## src/rtl/crypto_ctrl_pkg.sv

```systemverilog
package crypto_ctrl_pkg;
  localparam int unsigned CW = 32;
  localparam logic [CW-1:0] CTRL_WR_MASK = 32'hFF0D_787F;
  localparam int unsigned EN_BIT   = 0;
  localparam int unsigned SRST_BIT = 31;

  localparam int unsigned ADDR_CTRL = 0;
  localparam int unsigned ADDR_STAT = 1;
  localparam int unsigned ADDR_IE   = 2;
  localparam int unsigned ADDR_ICR  = 3;
  localparam int unsigned ADDR_DOUT = 4;
  localparam int unsigned ADDR_ACC  = 5;

  typedef enum logic [2:0] {
    CH_ECB = 3'd0,
    CH_CBC = 3'd1,
    CH_CTR = 3'd2,
    CH_GCM = 3'd3,
    CH_CCM = 3'd4
  } chain_e;
endpackage

```

## src/rtl/ctrl_word_reg.sv

```systemverilog
module ctrl_word_reg
  import crypto_ctrl_pkg::*;
(
  input  logic          clk_i,
  input  logic          rst_ni,
  input  logic          we_i,
  input  logic [CW-1:0] wdata_i,
  input  logic          busy_i,
  output logic [CW-1:0] ctrl_o
);
  logic [CW-1:0] ctrl_q;
  logic          locked;

  // lock rule uses EN as held before this write
  assign locked = busy_i | (ctrl_q[EN_BIT] & wdata_i[EN_BIT]);

  always_ff @(posedge clk_i or negedge rst_ni) begin
    if (!rst_ni) begin
      ctrl_q <= '0;
    end else if (we_i) begin
      if (wdata_i[SRST_BIT]) begin
        ctrl_q <= CW'(1) << SRST_BIT;
      end else if (ctrl_q[SRST_BIT]) begin
        ctrl_q <= '0;
      end else if (!locked) begin
        ctrl_q <= wdata_i & CTRL_WR_MASK;
      end
    end
  end

  assign ctrl_o = ctrl_q;
endmodule

```

## src/rtl/rd_err_irq.sv

```systemverilog
module rd_err_irq (
  input  logic clk_i,
  input  logic rst_ni,
  input  logic srst_i,
  input  logic set_i,
  input  logic clr_i,
  input  logic ie_i,
  output logic flag_o,
  output logic irq_o
);
  logic flag_q, irq_q;

  always_ff @(posedge clk_i or negedge rst_ni) begin
    if (!rst_ni) begin
      flag_q <= 1'b0;
      irq_q  <= 1'b0;
    end else if (srst_i) begin
      flag_q <= 1'b0;
      irq_q  <= 1'b0;
    end else begin
      if (set_i)      flag_q <= 1'b1;
      else if (clr_i) flag_q <= 1'b0;
      irq_q <= flag_q & ie_i;
    end
  end

  assign flag_o = flag_q;
  assign irq_o  = irq_q;
endmodule

```

## src/rtl/bus_rd_mux.sv

```systemverilog
module bus_rd_mux
  import crypto_ctrl_pkg::*;
#(
  parameter int unsigned AW  = 4,
  parameter int unsigned ACW = 8
) (
  input  logic           clk_i,
  input  logic           rst_ni,
  input  logic           rd_en_i,
  input  logic [AW-1:0]  addr_i,
  input  logic [CW-1:0]  ctrl_i,
  input  logic           busy_i,
  input  logic           flag_i,
  input  logic           ie_i,
  input  logic           dout_block_i,
  input  logic [CW-1:0]  dout_data_i,
  input  logic [ACW-1:0] acc_i,
  output logic [CW-1:0]  rdata_o
);
  logic [CW-1:0] rd_d, rdata_q;

  always_comb begin
    rd_d = '0;
    if (addr_i == AW'(ADDR_CTRL))      rd_d = ctrl_i;
    else if (addr_i == AW'(ADDR_STAT)) rd_d = {{(CW-2){1'b0}}, flag_i, busy_i};
    else if (addr_i == AW'(ADDR_IE))   rd_d = {{(CW-1){1'b0}}, ie_i};
    else if (addr_i == AW'(ADDR_DOUT)) rd_d = dout_block_i ? '0 : dout_data_i;
    else if (addr_i == AW'(ADDR_ACC))  rd_d = CW'(acc_i);
  end

  always_ff @(posedge clk_i or negedge rst_ni) begin
    if (!rst_ni)      rdata_q <= '0;
    else if (rd_en_i) rdata_q <= rd_d;
  end

  assign rdata_o = rdata_q;
endmodule

```

## src/rtl/crypto_ctrl_regs.sv

```systemverilog
module crypto_ctrl_regs
  import crypto_ctrl_pkg::*;
#(
  parameter int unsigned AW  = 4,
  parameter int unsigned ACW = 8
) (
  input  logic           clk_i,
  input  logic           rst_ni,
  input  logic           wr_en_i,
  input  logic           rd_en_i,
  input  logic [AW-1:0]  addr_i,
  input  logic [31:0]    wdata_i,
  output logic [31:0]    rdata_o,
  input  logic           busy_i,
  input  logic           computing_i,
  input  logic           input_phase_i,
  input  logic [31:0]    dout_data_i,
  output logic           en_o,
  output logic [1:0]     mode_o,
  output logic [2:0]     chmod_o,
  output logic [2:0]     key_sel_o,
  output logic           dma_in_en_o,
  output logic [ACW-1:0] access_cfg_o,
  output logic           rd_err_o,
  output logic           irq_o
);
  logic [CW-1:0]  ctrl;
  logic           srst_q, srst_now, dout_block;
  logic           we_ctrl, we_ie, we_icr, we_acc, err_set;
  logic           ie_q;
  logic [ACW-1:0] acc_q;

  assign srst_q     = ctrl[SRST_BIT];
  assign we_ctrl    = wr_en_i & (addr_i == AW'(ADDR_CTRL));
  assign we_ie      = wr_en_i & (addr_i == AW'(ADDR_IE))  & ~srst_q;
  assign we_icr     = wr_en_i & (addr_i == AW'(ADDR_ICR)) & ~srst_q;
  assign we_acc     = wr_en_i & (addr_i == AW'(ADDR_ACC)) & ~srst_q;
  assign srst_now   = srst_q | (we_ctrl & wdata_i[SRST_BIT]);
  assign dout_block = computing_i | input_phase_i;
  assign err_set    = rd_en_i & (addr_i == AW'(ADDR_DOUT)) & dout_block & ~srst_q;

  ctrl_word_reg u_ctrl (
    .clk_i   (clk_i),
    .rst_ni  (rst_ni),
    .we_i    (we_ctrl),
    .wdata_i (wdata_i),
    .busy_i  (busy_i),
    .ctrl_o  (ctrl)
  );

  always_ff @(posedge clk_i or negedge rst_ni) begin
    if (!rst_ni)       ie_q <= 1'b0;
    else if (srst_now) ie_q <= 1'b0;
    else if (we_ie)    ie_q <= wdata_i[0];
  end

  // access configuration survives the software reset
  always_ff @(posedge clk_i or negedge rst_ni) begin
    if (!rst_ni)     acc_q <= '0;
    else if (we_acc) acc_q <= wdata_i[ACW-1:0];
  end

  rd_err_irq u_err (
    .clk_i  (clk_i),
    .rst_ni (rst_ni),
    .srst_i (srst_now),
    .set_i  (err_set),
    .clr_i  (we_icr & wdata_i[0]),
    .ie_i   (ie_q),
    .flag_o (rd_err_o),
    .irq_o  (irq_o)
  );

  bus_rd_mux #(.AW(AW), .ACW(ACW)) u_rd (
    .clk_i        (clk_i),
    .rst_ni       (rst_ni),
    .rd_en_i      (rd_en_i),
    .addr_i       (addr_i),
    .ctrl_i       (ctrl),
    .busy_i       (busy_i),
    .flag_i       (rd_err_o),
    .ie_i         (ie_q),
    .dout_block_i (dout_block),
    .dout_data_i  (dout_data_i),
    .acc_i        (acc_q),
    .rdata_o      (rdata_o)
  );

  assign en_o         = ctrl[EN_BIT];
  assign mode_o       = ctrl[4:3];
  assign chmod_o      = {ctrl[16], ctrl[6:5]};
  assign key_sel_o    = ctrl[30:28];
  assign dma_in_en_o  = ctrl[11];
  assign access_cfg_o = acc_q;
endmodule

```

## config.mk

```make
export PLATFORM = sky130hd
export DESIGN_NAME = crypto_ctrl_regs
export DESIGN_NICKNAME = d
export VERILOG_FILES = /design/src/rtl/crypto_ctrl_pkg.sv /design/src/rtl/ctrl_word_reg.sv /design/src/rtl/rd_err_irq.sv /design/src/rtl/bus_rd_mux.sv /design/src/rtl/crypto_ctrl_regs.sv
export SDC_FILE = /design/constraint.sdc
export NUM_CORES = 1
export LEC_CHECK = 0
export BUFFER_PORTS_ARGS = -buffer_cell sky130_fd_sc_hd__buf_2
export CORE_MARGIN = 3
export CORE_UTILIZATION = 47
export DETAILED_ROUTE_END_ITERATION = 6
export PLACE_DENSITY = 0.75
export SLEW_MARGIN = 20
export SYNTH_ARGS = -nofsm -noshare
export SYNTH_HDL_FRONTEND = slang
export SYNTH_SLANG_ARGS = --single-unit
```

## constraint.sdc

```tcl
create_clock -name clk_i -period 1.7 [get_ports clk_i]
set_input_delay 0.34 -clock clk_i [delete_from_list [all_inputs] [get_ports clk_i]]
set_output_delay 0.34 -clock clk_i [all_outputs]
set_load 0.02 [all_outputs]
```

==> impl_results.md <==
- Post-route DRC: 0
- Yosys cell types: 43
- # clock sinks: 65
- R2R depth: 4
- Asr flop ratio synth: 100.0%
- Placer Congestion: between 0.8 and 0.9
- Synth top area cells: dfrtp_1 (55%), nand2_1 (6.0%), a221o_1 (5.1%)
- Vias in the first global route: 2,380
- Status: finished, final reports clean
- RSZ-0062 raised after global routing: false
- Peak supply drop: about 0.0006 V
- Initial drt markers: 89
- Crit end category: flip-flop
- Leak: 1.984 nW
- CP Launch Type: flip-flop
- Largest net degree at the start of global routing: 66
- GRT Residual Overflow: 0
- Routed vias/inst: 5.164
- Tcrit/Tclk final: 87.30%
- Most frequent cell after synthesis: dfrtp_1
- CP arrival: 1690 ps
- Reg2reg start: u_ctrl.ctrl_o[31]
- Post-synth top cells: dfrtp_1 (65), nand2_1 (47), o21ai_0 (27), a221o_1 (15), and2_1 (15)
- Power per Cell Area: roughly 1000 nW/µm²
- Post-synth EDFFs: 0
- Site Rows: 28
- Mapped Cells: 263
- Final setup viols: 0
- Top-area cell type share of the netlist area: 55.20%
- Dominant synthesized flop cell: dfrtp_1
- Die area: 7256 µm²
- Syn_area_per_cell: roughly 11 µm²
- Fraction of layout cells with a size suffix above 1: 40.05%
- Relative slew slack: 71.97%
- # Post-CTS Setup Buffers: 0
- Core footprint: 5991 µm²
- Syn. warnings: 0
- CTS tree: yes
- Syn nets: 338
- Cts hold-fix bufs: 0
- Reg2reg setup slack: 220 ps
- Max-slew violations: 0
- Net count, final: 452
- Initial antenna violation count: 0
- Final setup TNS: 0 ps
- Port Buf Inserts: between 100 and 150
- Post-DRT Antenna Nets: 0
- H-tree Lvls: 3
- Register area share after synthesis: 55.20%
- Max Buffers Root-to-Sink: 2
- First-pass GRT wire length: 11,460 µm
- Dpl hpwl: 4821 µm
- Cts bufs inserted: 9
- Final wirelength: 6933 µm
- GRT Total Usage: approximately 20%
- Crit path to: u_ctrl.ctrl_o[4]
- Hold violation total from the final report: 0
- Root Buffer: clkbuf_8
- Post-CTS sizing: 0
- Die Height: approximately 85 µm
- DR WL/cell: 15.17 µm
- Max cap viols: 0
- Die X: about 85 µm
- Minimum clock period: 1484 ps
- Required time of the critical path: 1900 ps
- Io pins: 127
- Initial core utilization: about 49%
- R2r endpoint: u_ctrl.ctrl_o[4]
- Fmax: 0.6738 GHz
- Worst Setup SP: u_ctrl.ctrl_o[31]
- Critical Path Fanout Max: 42
- Hold Crit Class: in2async
- Number of detailed-route iterations in the first pass: 4
- Area leader, netlist: dfrtp_1
- Post-synthesis cell area: roughly 2900 µm²
- Clock-pin slew on the worst setup and hold paths: 80 ps
- Slew @ Worst Pin: 419.0 ps
- Synth Register Bits: 65
- Via count: about 2,400
- Power, Total: 0.003703 W
- Critical path type: reg2reg
- Antenna diode count: 0
- Layout area overhead: 28.32%
- Skew final: 10.07 ps
- Clk_lat worst skew: 330 ps
worst min-delay path by stage:
stage,from,endpoint,slack (ps)
global placement,rst_ni,u_rd.rdata_o[24],380
finish,rst_ni,u_rd.rdata_o[11],0.7
floorplan,rst_ni,access_cfg_o[0],40
global route,rst_ni,u_rd.rdata_o[24],9
CTS,rst_ni,u_rd.rdata_o[24],20
detailed placement,rst_ni,u_rd.rdata_o[24],390
state kept, by name, summed over array words and instances, names as in the netlist:
| signal | count |
|---|---|
| access_cfg_o | 8 |
| ie_q | 1 |
| u_ctrl.ctrl_o | 22 |
| u_err.flag_o | 1 |
| u_err.irq_o | 1 |
| u_rd.rdata_o | 32 |
per-layer routing:
| metal | up-vias | wire (µm) | share of wire (%) | global-route usage (%) |
|---|---|---|---|---|
| li1 | 1172 | - | - | - |
| met1 | 1101 | 2987 | 43 | 26.14 |
| met2 | 81 | 3346 | 48 | 31.50 |
| met3 | 6 | 541 | 7.8 | 6.117 |
| met4 | 0 | 57 | 0.82 | 6.763 |
| met5 | - | 0 | 0 | 0 |
cell families (layout without fill, tap and decap cells):
family	count (synthesis)	after routing	share of synthesized area [%]
muxes	11	11	4.119
and+or+nand+nor	81	81	14.14
DFF	65	65	55.20
buffers and inverters	28	147	7.006
AOI/OAI and AO/OA	78	78	19.53
where the power goes:
| group | internal [W] | switching (W) |
|---|---|---|
| registers | 0.00169 | 0.000101 |
| logic | 0.000247 | 0.000365 |
| clock network | 0.000713 | 0.000588 |
cell type report:
| cell class | count | area, µm² |
|---|---|---|
| fill | 515 | 2210 |
| timing repair buffer | 129 | 725.7 |
| clock inverter | 5 | 55.05 |
| inverter | 2 | 7.507 |
| clock buffer | 11 | 141.4 |
| multi-input combinational | 170 | 1131 |
| tap | 75 | 93.84 |
| sequential | 65 | 1627 |
through the flow:
stage	std cells	utilization, %	worst slack (ps)	instance area, µm²	hold slack (ps)
6_report	457	63.12	215.8	3781	0.7449
2_1_floorplan	263	-	114.7	2947	44.41
3_3_place_gp	441	59.84	95.35	3585	382.3
4_1_cts	457	63.12	224.3	3781	16.92
3_5_place_dp	441	59.84	61.73	3585	385.6
5_1_grt	457	63.12	129.0	3781	8.870
cell usage in the layout (no fill, tap or decap), drive strengths merged, types with 2 or more instances in the layout:
cell type  instances
a22oi             11
a21o               2
nor4b              2
mux2               9
a22o              10
o21ai             27
mux2i              2
clkinvlp           2
dfrtp             65
nand2             47
clkinv             3
and2              15
buf              129
a221o             15
a31oi              2
nor2b              2
nor2               6
o2bb2ai            3
a21oi              3
nor3b              2
clkbuf            11
nand3b             2
critical path, cell delays in order (launching register included):
cell       delay [ps]
dfrtp_1           470
or2_1             290
o2111ai_4         230
buf_12            220
o21ai_0           130
No activity file was read; power rests on OpenSTA's default activity.
